[config.mk]
export PLATFORM = sky130hd
export DESIGN_NAME = twinport_irq_decoder
export DESIGN_NICKNAME = d
export VERILOG_FILES = /design/src/rtl/twinport_pkg.sv /design/src/rtl/twinport_ctrl.sv /design/src/rtl/twinport_datapath.sv /design/src/rtl/twinport_irq_decoder.sv
export SDC_FILE = /design/constraint.sdc
export NUM_CORES = 1
export LEC_CHECK = 0
export CELL_PAD_IN_SITES_DETAIL_PLACEMENT = 2
export CELL_PAD_IN_SITES_GLOBAL_PLACEMENT = 2
export CORE_UTILIZATION = 31
export CTS_CLUSTER_DIAMETER = 120
export DETAILED_ROUTE_END_ITERATION = 10
export DONT_BUFFER_PORTS = 1
export PLACE_DENSITY = 0.81
export REMOVE_ABC_BUFFERS = 1
export SETUP_SLACK_MARGIN = 0.15
export SYNTH_ARGS = -nofsm -noshare
export SYNTH_HDL_FRONTEND = slang
export SYNTH_SLANG_ARGS = --single-unit
[constraint.sdc]
create_clock -name clk -period 2.09 [get_ports clk]
set_input_delay 0.3135 -clock clk [delete_from_list [all_inputs] [get_ports clk]]
set_output_delay 0.3135 -clock clk [all_outputs]
set_load 0.005 [all_outputs]
[src/rtl/twinport_pkg.sv]
package twinport_pkg;
  localparam int N_CH       = 2;
  localparam int TF_REGS    = 8;
  localparam int REG_IDX_W  = $clog2(TF_REGS);
  localparam int IRQ_OFF    = 'h200;
  localparam int ID_OFF     = 'h280;
  localparam int STAT_OFF   = 'h290;
  localparam int ALT_OFF    = 'h380;
  localparam int CTL_DMA_BIT = 0;
  localparam int CTL_ALT_BIT = 5;

  typedef struct packed {
    logic                 wrEn;
    logic                 rdEn;
    logic                 ch;
    logic                 tfHit;
    logic                 altHit;
    logic [REG_IDX_W-1:0] regIdx;
    logic [N_CH-1:0]      irqWr;
    logic [N_CH-1:0]      irqRd;
    logic [N_CH-1:0]      statRd;
    logic                 idRd;
    logic [1:0]           idIdx;
    logic                 ctlWr;
    logic                 ctlRd;
  } decStrobe_t;
endpackage

[src/rtl/twinport_ctrl.sv]
module twinport_ctrl
  import twinport_pkg::*;
#(
  parameter int ADDR_W    = 14,
  parameter int REG_SHIFT = 6
) (
  input  logic              clk,
  input  logic              rstN,
  input  logic [ADDR_W-1:0] busAddr,
  input  logic              busWe,
  input  logic              busRd,
  output decStrobe_t        dec
);
  localparam int OFF_W  = ADDR_W - 2;
  localparam int IDX_HI = REG_SHIFT + REG_IDX_W;

  logic             inPage;
  logic             chBit;
  logic [OFF_W-1:0] off;
  logic             rdOnly;
  logic             tfShape;
  logic             idShape;
  logic             ctlAddr;
  logic [N_CH-1:0]  irqWrV;
  logic [N_CH-1:0]  irqRdV;
  logic [N_CH-1:0]  statRdV;

  assign inPage  = busAddr[ADDR_W-1];
  assign chBit   = busAddr[ADDR_W-2];
  assign off     = busAddr[OFF_W-1:0];
  assign rdOnly  = busRd & ~busWe;
  assign tfShape = (off[OFF_W-1:IDX_HI] == '0) && (off[REG_SHIFT-1:0] == '0);
  assign idShape = (off[OFF_W-1:4] == (OFF_W-4)'(ID_OFF >> 4)) && (off[1:0] == 2'b00);
  assign ctlAddr = (busAddr == '0);

  for (genvar c = 0; c < N_CH; c++) begin : g_chDec
    logic hitPage;
    assign hitPage    = inPage && (chBit == 1'(c));
    assign irqWrV[c]  = hitPage && (off == OFF_W'(IRQ_OFF)) && busWe;
    assign irqRdV[c]  = hitPage && (off == OFF_W'(IRQ_OFF)) && rdOnly;
    assign statRdV[c] = hitPage && (off == OFF_W'(STAT_OFF)) && rdOnly;
  end

  always_comb begin
    dec        = '0;
    dec.wrEn   = busWe;
    dec.rdEn   = rdOnly;
    dec.ch     = chBit;
    dec.tfHit  = inPage && tfShape;
    dec.altHit = inPage && (off == OFF_W'(ALT_OFF));
    if (inPage && tfShape) dec.regIdx = off[IDX_HI-1:REG_SHIFT];
    dec.irqWr  = irqWrV;
    dec.irqRd  = irqRdV;
    dec.statRd = statRdV;
    dec.idRd   = inPage && !chBit && idShape && rdOnly;
    dec.idIdx  = off[3:2];
    dec.ctlWr  = ctlAddr && busWe;
    dec.ctlRd  = ctlAddr && rdOnly;
  end

  // one address never reaches two targets
  p_one_target_r10: assert property (@(posedge clk) disable iff (!rstN)
    $onehot0({dec.tfHit, dec.altHit, dec.ctlWr | dec.ctlRd, |dec.irqWr,
              |dec.irqRd, |dec.statRd, dec.idRd}));

  // a write strobe suppresses every read-side target
  p_wr_masks_rd_r12: assert property (@(posedge clk) disable iff (!rstN)
    busWe |-> (dec.irqRd == '0 && dec.statRd == '0 && !dec.idRd && !dec.ctlRd));
endmodule

[src/rtl/twinport_datapath.sv]
module twinport_datapath
  import twinport_pkg::*;
#(
  parameter int DATA_W    = 8,
  parameter int CARD_TYPE = 3
) (
  input  logic                 clk,
  input  logic                 rstN,
  input  decStrobe_t           dec,
  input  logic [DATA_W-1:0]    busWdata,
  output logic [DATA_W-1:0]    busRdata,
  input  logic [N_CH-1:0]      drvIrq,
  input  logic [DATA_W-1:0]    drvRdata,
  output logic [N_CH-1:0]      devCs,
  output logic                 devAlt,
  output logic [REG_IDX_W-1:0] devReg,
  output logic                 devWr,
  output logic                 devRd,
  output logic [DATA_W-1:0]    devWdata,
  input  logic [N_CH-1:0]      drvDmaReq,
  input  logic                 hostDmaAck,
  output logic                 hostDmaReq,
  output logic [N_CH-1:0]      drvDmaAck,
  output logic                 dmaSel,
  output logic                 altRegionEn,
  output logic                 hostIrq
);
  logic [N_CH-1:0]   irqEn;
  logic [DATA_W-1:0] ctlReg;
  logic [DATA_W-1:0] rdNext;
  logic              devHit;

  // interrupt enables: write arms own channel and disarms others; read disarms own
  for (genvar c = 0; c < N_CH; c++) begin : g_en
    always_ff @(posedge clk) begin
      if (!rstN)                irqEn[c] <= 1'b0;
      else if (dec.irqWr[c])    irqEn[c] <= 1'b1;
      else if (|dec.irqWr)      irqEn[c] <= 1'b0;
      else if (dec.irqRd[c])    irqEn[c] <= 1'b0;
    end

    // write arms this channel
    p_wr_sets_r3: assert property (@(posedge clk) disable iff (!rstN)
      dec.irqWr[c] |=> irqEn[c]);
    // write disarms the other channel
    p_wr_clears_other_r3: assert property (@(posedge clk) disable iff (!rstN)
      dec.irqWr[c] |=> !irqEn[N_CH-1-c]);
    // read disarms this channel
    p_rd_clears_r4: assert property (@(posedge clk) disable iff (!rstN)
      dec.irqRd[c] |=> !irqEn[c]);
  end

  always_ff @(posedge clk) begin
    if (!rstN)          ctlReg <= '0;
    else if (dec.ctlWr) ctlReg <= busWdata;
  end

  assign dmaSel      = ctlReg[CTL_DMA_BIT];
  assign altRegionEn = ctlReg[CTL_ALT_BIT];
  assign hostDmaReq  = drvDmaReq[dmaSel];

  for (genvar c = 0; c < N_CH; c++) begin : g_dma
    assign drvDmaAck[c] = hostDmaAck && (dmaSel == 1'(c));
    assign devCs[c]     = devHit && (dec.ch == 1'(c));
  end

  assign devHit   = dec.tfHit | dec.altHit;
  assign devAlt   = dec.altHit;
  assign devReg   = dec.regIdx;
  assign devWr    = devHit & dec.wrEn;
  assign devRd    = devHit & dec.rdEn;
  assign devWdata = busWdata;
  assign hostIrq  = |(drvIrq & irqEn);

  always_comb begin
    rdNext = '0;
    if (devHit)
      rdNext = drvRdata;
    else if (dec.statRd[0])
      rdNext = DATA_W'(drvIrq[0]);
    else if (dec.statRd[1])
      rdNext = DATA_W'(drvIrq[1]);
    else if (dec.idRd)
      rdNext = DATA_W'((CARD_TYPE >> dec.idIdx) & 1);
    else if (dec.ctlRd)
      rdNext = ctlReg;
  end

  always_ff @(posedge clk) begin
    if (!rstN)          busRdata <= '0;
    else if (dec.rdEn)  busRdata <= rdNext;
    else                busRdata <= '0;
  end

  // exclusive enables
  p_one_en_r3: assert property (@(posedge clk) disable iff (!rstN)
    $countones(irqEn) <= 1);
  // status reads leave enables alone
  p_stat_keeps_r5: assert property (@(posedge clk) disable iff (!rstN)
    (|dec.statRd) |=> $stable(irqEn));
  // a host interrupt needs an armed channel
  p_irq_needs_en_r6: assert property (@(posedge clk) disable iff (!rstN)
    hostIrq |-> (|irqEn));
  // at most one channel sees the acknowledge
  p_ack_route_r9: assert property (@(posedge clk) disable iff (!rstN)
    $onehot0(drvDmaAck));
  // no read strobe, no data
  p_idle_zero_r10: assert property (@(posedge clk) disable iff (!rstN)
    !$past(dec.rdEn) |-> (busRdata == '0));
endmodule

[src/rtl/twinport_irq_decoder.sv]
module twinport_irq_decoder
  import twinport_pkg::*;
#(
  parameter int ADDR_W    = 14,
  parameter int DATA_W    = 8,
  parameter int REG_SHIFT = 6,
  parameter int CARD_TYPE = 3
) (
  input  logic                 clk,
  input  logic                 rstN,
  input  logic [ADDR_W-1:0]    busAddr,
  input  logic                 busWe,
  input  logic                 busRd,
  input  logic [DATA_W-1:0]    busWdata,
  output logic [DATA_W-1:0]    busRdata,
  input  logic [N_CH-1:0]      drvIrq,
  input  logic [DATA_W-1:0]    drvRdata,
  output logic [N_CH-1:0]      devCs,
  output logic                 devAlt,
  output logic [REG_IDX_W-1:0] devReg,
  output logic                 devWr,
  output logic                 devRd,
  output logic [DATA_W-1:0]    devWdata,
  input  logic [N_CH-1:0]      drvDmaReq,
  input  logic                 hostDmaAck,
  output logic                 hostDmaReq,
  output logic [N_CH-1:0]      drvDmaAck,
  output logic                 dmaSel,
  output logic                 altRegionEn,
  output logic                 hostIrq
);
  decStrobe_t dec;

  twinport_ctrl #(
    .ADDR_W   (ADDR_W),
    .REG_SHIFT(REG_SHIFT)
  ) u_ctrl (
    .clk    (clk),
    .rstN   (rstN),
    .busAddr(busAddr),
    .busWe  (busWe),
    .busRd  (busRd),
    .dec    (dec)
  );

  twinport_datapath #(
    .DATA_W   (DATA_W),
    .CARD_TYPE(CARD_TYPE)
  ) u_dp (
    .clk        (clk),
    .rstN       (rstN),
    .dec        (dec),
    .busWdata   (busWdata),
    .busRdata   (busRdata),
    .drvIrq     (drvIrq),
    .drvRdata   (drvRdata),
    .devCs      (devCs),
    .devAlt     (devAlt),
    .devReg     (devReg),
    .devWr      (devWr),
    .devRd      (devRd),
    .devWdata   (devWdata),
    .drvDmaReq  (drvDmaReq),
    .hostDmaAck (hostDmaAck),
    .hostDmaReq (hostDmaReq),
    .drvDmaAck  (drvDmaAck),
    .dmaSel     (dmaSel),
    .altRegionEn(altRegionEn),
    .hostIrq    (hostIrq)
  );

  // a write cycle never produces read data
  p_wr_wins_r12: assert property (@(posedge clk) disable iff (!rstN)
    busWe |=> (busRdata == '0));
  // drive strobes only with a chip select
  p_strobe_cs_r1: assert property (@(posedge clk) disable iff (!rstN)
    (devWr || devRd) |-> $onehot(devCs));
endmodule

# --- After elaboration in Yosys (flattened, before gate mapping) ---
# Index checks and enable logic that the tools add are counted.
word_totals:
  register_bits: 18
  latchBits: 0
  ramBits: 0
  mem_bits_ro: 0
  in_bits: 39
  out_inout_bits: 30
  wordCells: 67
  memories: 0
classes:
  addsub: 0
  multipliers: 0
  n_div: 0
  magnitude_cmp: 1
  n_eq_ne: 4
  shifts: 1
  mux: 14
  bitwise_logic: 8
  n_reduce_logical: 35
ops:
  columns: ["cell", "count"]
  rows:
  - ["8-bit 2-to-1 mux", 5]
  - ["12-bit by 10-bit equality test with 1-bit output (second input constant)", 3]
  - ["1-bit logical AND", 25]
  - ["14-bit logical NOT", 1]
  - ["8-bit by 6-bit equality test with 1-bit output (second input constant)", 1]
  - ["1-bit 2-to-1 mux", 8]
  - ["6-bit logical NOT", 1]
  - ["3-bit nonzero test", 2]
  - ["2-bit OR reduction", 2]
  - ["1-bit AND", 3]
  - ["3-bit logical NOT", 1]
  - ["3-bit 2-to-1 mux", 1]
  - ["1-bit NOT", 3]
  - ["2-bit AND", 1]
  - ["2-bit logical NOT", 1]
  - ["1-bit by 2-bit < comparator with 1-bit output (second input constant)", 1]
  - ["2-bit AND reduction", 1]
  - ["2-bit by 2-bit >> shifter with 1-bit output (first input constant)", 1]
  - ["1-bit logical NOT", 1]
  - ["1-bit OR", 1]

# --- Logic depth before layout (Yosys ltp) ---
logic_depth:
  ltp_word: 8
  depth_mapped: 5
  ltp_nobuf: 4

# --- Cells and area by module ---
# Synthesis repeated with hierarchy kept, for this count alone.
unflattened:
  cells_unflattened: 127
  hier_area_um2: 1117.3
by_module_without_submodules:
  columns: ["module", "instances", "cells_each", "area_per_inst_um2", "seq_area_each_um2"]
  rows:
  - ["twinport_datapath", 1, 87, 858.3, 360.3]
  - ["twinport_ctrl", 1, 40, 259.0, 0.0]

# --- Worst setup path before layout ---
# Ideal clock, no wire load.
synth_timing:
  path_kind: "input-to-output"
  startpoint: "in busAddr[1]"
  endpoint: "out devCs[0]"
  arrival_time_ns: 1.696
  t_required_ns: 1.776
  slack_ns: 0.080
  path_stages: 4
  path_buffers: 1
  path_cell_list: "or4_4 > a2111oi_2 > clkbuf_1 > nor2b_1"
synth_via:
  elab_chain_len: 5
synth_rtl:
  columns: ["element", "line", "source"]
  rows:
  - ["start: declaration", "twinport_irq_decoder.sv:11", "input logic [ADDR_W-1:0] busAddr,"]
  - ["6-bit logical NOT", "twinport_ctrl.sv:32", "assign tfShape = (off[OFF_W-1:IDX_HI] == '0) && (off[REG_SHIFT-1:0] == '0);"]
  - ["1-bit logical AND", "twinport_ctrl.sv:32", null]
  - ["1-bit logical AND", "twinport_ctrl.sv:49", "dec.tfHit = inPage && tfShape;"]
  - ["1-bit OR *", "twinport_datapath.sv:67", "assign devHit = dec.tfHit | dec.altHit;"]
  - ["1-bit logical AND *", "twinport_datapath.sv:64", "assign devCs[c] = devHit && (dec.ch == 1'(c));"]
  - ["end: declaration", "twinport_irq_decoder.sv:18", "output logic [N_CH-1:0] devCs,"]
# Every way passes the cells marked *; elsewhere a longest branch is shown, timed or not.

# --- Final worst setup path ---
layout_timing:
  startpoint: "in busAddr[1]"
  endpoint: "out devRd"
layout_via:
  elab_chain_len: 5
layout_rtl:
  columns: ["element", "line", "source"]
  rows:
  - ["6-bit logical NOT", "twinport_ctrl.sv:32", null]
  - ["1-bit logical AND", "twinport_ctrl.sv:32", null]
  - ["1-bit logical AND", "twinport_ctrl.sv:49", null]
  - ["1-bit OR *", "twinport_datapath.sv:67", null]
  - ["1-bit AND *", "twinport_datapath.sv:71", "assign devRd = devHit & dec.rdEn;"]
  - ["end: declaration", "twinport_irq_decoder.sv:22", "output logic devRd,"]
# Marks and branches as above.

==> impl_metrics.csv <==
group,metric,value,unit
route,vias,1051,
grt,grt_overflow,0,
route,wl_per_cell,19.2,um
grt,grt_pass1_vias,1100,
timing,finalWorstSetupSlack,210,ps
cells_and_area,layout.nets,169,
die,rows,21,
timing,finalClockSkew,4.84,ps
route,drc,0,
grt,grt_max_degree,13,
timing,rsz0062_at_grt,"no",
logic_synthesis,ys_seq_area_share,32.5,%
critical_path,cp-end-kind,"output pin",
cells_and_area,n_fill_cell,388,
logic_synthesis,ys_types,39,
place,place_area,0.00110,mm2
grt,grt.busiest_layer,"met2",
place,post-dp-hpwl,2770,um
flow_run,maxCapViolations,0,
route,dr.pass1.iters,4,
cells_and_area,drive_gt1_share,14.7,%
place,post-place-ws,39.9,ps
grt,met3_usage,5.18,%
cells_and_area,syn_to_final_growth,3.50,%
critical_path,critPathArrivalTime,1570,ps
power,powerDensity,522,mW/mm2
die,die_x,61.8,um
power,p_leak,0.332,nW
die,die_area,0.00382,mm2
clocking,clk_latency,300,ps
timing,finalCritPeriodShare,90.0,%
critical_path,cp.required,1780,ps
run_status,outcome,"completed",
critical_path,start_kind,"input port",
timing,fin_crit,1880,ps
route,wl,3370,um
cells_and_area,finalNonFillerCells,175,
clocking,cts_tree,"done",
logic_synthesis,synth_edf_count,0,
grt,grt_pass1_wl,5260,um
clocking,htreeDepth,1,
timing,finalHoldViolCount,0,
route,antenna_left,0,
die,core_area,0.00339,mm2
clocking,clock_sinks,18,
grt,grt_usage,19.2,%
critical_path,cp_max_fo,6,
grt,antenna_found_initial,0,
logic_synthesis,ys.flop_type,"dfxtp_1",
critical_path,crit_type,"in2out",
grt,use_met1,21.6,%
clocking,clockRootBuffer,"clkbuf_4",
cells_and_area,final_area,0.00115,mm2
route,drtIter0Drc,44,
clocking,path_clk_slew,100,ps
cells_and_area,antenna_cells,0,
timing,tightest_slew,624,ps
die,start_util,32.7,%
logic_synthesis,synth.avg_cell_area,8.21,um2
logic_synthesis,async_flop_share,0,%
grt,grtUsageMet2,33.9,%
timing,maxSlewViolCount,0,
place,port_buffers,0,
place,finalWeightedCongestion,0.811,
logic_synthesis,yosys_warnings,0,
clocking,numCtsBuffers,3,
cells_and_area,fin_util,33.9,%
logic_synthesis,synth-seq-cells,18,
power,peakVddDrop,0.145,mV
min_path,min_path_type,"in2reg",
logic_synthesis,syn_inst,135,
power,p_total,0.000599,W
clocking,cts.path.max_buffers,2,
die,ios,69,
place,dp.cells,170,
logic_synthesis,syn_area,0.00111,mm2
clocking,hold_buffers,0,
timing,fmax,532,MHz
timing,finalSetupViolCount,0,
timing,relSlewSlack,58.0,%
route,vias_per_cell,6.01,
die,die_height,61.8,um
## layout make-up
cell class	instances	area (um2)	area share, %
Timing Repair Buffer	6	45.0	3.93
Clock buffer	4	36.3	3.16
Sequential cell	18	360	31.4
Tap cell	46	57.6	5.02
Multi-Input combinational cell	99	641	55.8
Inverter	2	7.51	0.654
## per-stage QoR
stage	TNS [ps]	hold WS [ps]
finish	0	149
global route	0	144
floorplan	-45.6	446
detailed placement	0	463
CTS	0	141
global placement	0	459
## worst paths after layout
path                        from               end  slack [ps]  cells past startpoint
setup reg to reg  u_dp.ctlReg[0]  u_dp.busRdata[0]         900                      2
hold reg to reg   u_dp.ctlReg[2]    u_dp.ctlReg[2]         500                      2
hold / removal       drvRdata[2]  u_dp.busRdata[2]         150                      2
setup / recovery      busAddr[1]             devRd         210                      4
## report_power, final
part           internal, W  total [W]  leakage (nW)  switching [W]
clock             0.000106   0.000220        0.0210       0.000113
combinational    0.0000139  0.0000362         0.166      0.0000222
sequential        0.000343   0.000343         0.145   0.0000000134
## repair_timing
action,in CTS,in global routing
resized for setup,0,1
setup buffers,1,0
setup endpoints to repair,1,1
## cells in the final DEF, fill, tap and decap left out, types with 2 or more instances in the layout
cell type	count
a2111oi_2	2
nor2b_1	4
and3_1	2
dfxtp_1	18
a32oi_1	7
nor3_1	4
o21ai_1	4
or4_4	2
o21ai_0	6
buf_4	6
nand4_1	3
clkbuf_4	3
nor2_1	9
nand2_1	4
a21oi_1	8
nor4_1	4
nand3b_1	3
and2_1	6
nand3_1	12
nand2b_1	2
## routing by layer
layer	vias up	wire [um]
li1	492	-
met1	508	1360
met2	47	1720
met3	4	259
met4	0	35
met5	-	0
## kinds of logic after synthesis
| group | after synthesis | synth area share (%) |
|---|---|---|
| AOI/OAI and AO/OA | 35 | 22.3 |
| muxes | 1 | 1.02 |
| and+or+nand+nor | 63 | 34.2 |
| buffers and inverters | 18 | 9.93 |
| DFF | 18 | 32.5 |
## cells in the mapped netlist (all sizes together) (2+ instances only)
cell type  number  area, um2
a21oi           8       40.0
a32oi           7       61.3
dfxtp          18        360
buf            12       87.6
nor2b           5       31.3
and2            7       43.8
nor3            5       30.0
nor4            5       46.3
nand3b          3       22.5
nand2           4       15.0
a2111oi         2       30.0
and3            2       12.5
o21ai          10       50.1
nand4           3       18.8
clkbuf          4       15.0
or4             3       30.0
nor2            9       33.8
nand3          12       60.1
nand2b          2       12.5
## critical path, stage by stage
cell       delay [ps]
or4_4             570
a2111oi_2         310
buf_4             210
and2_1            170
## flip-flops by register name (all words and copies together), names as in the netlist
signal / count
u_dp.ctlReg: 8
u_dp.irqEn: 2
u_dp.busRdata: 8
No activity file was read; power rests on OpenSTA's default activity.
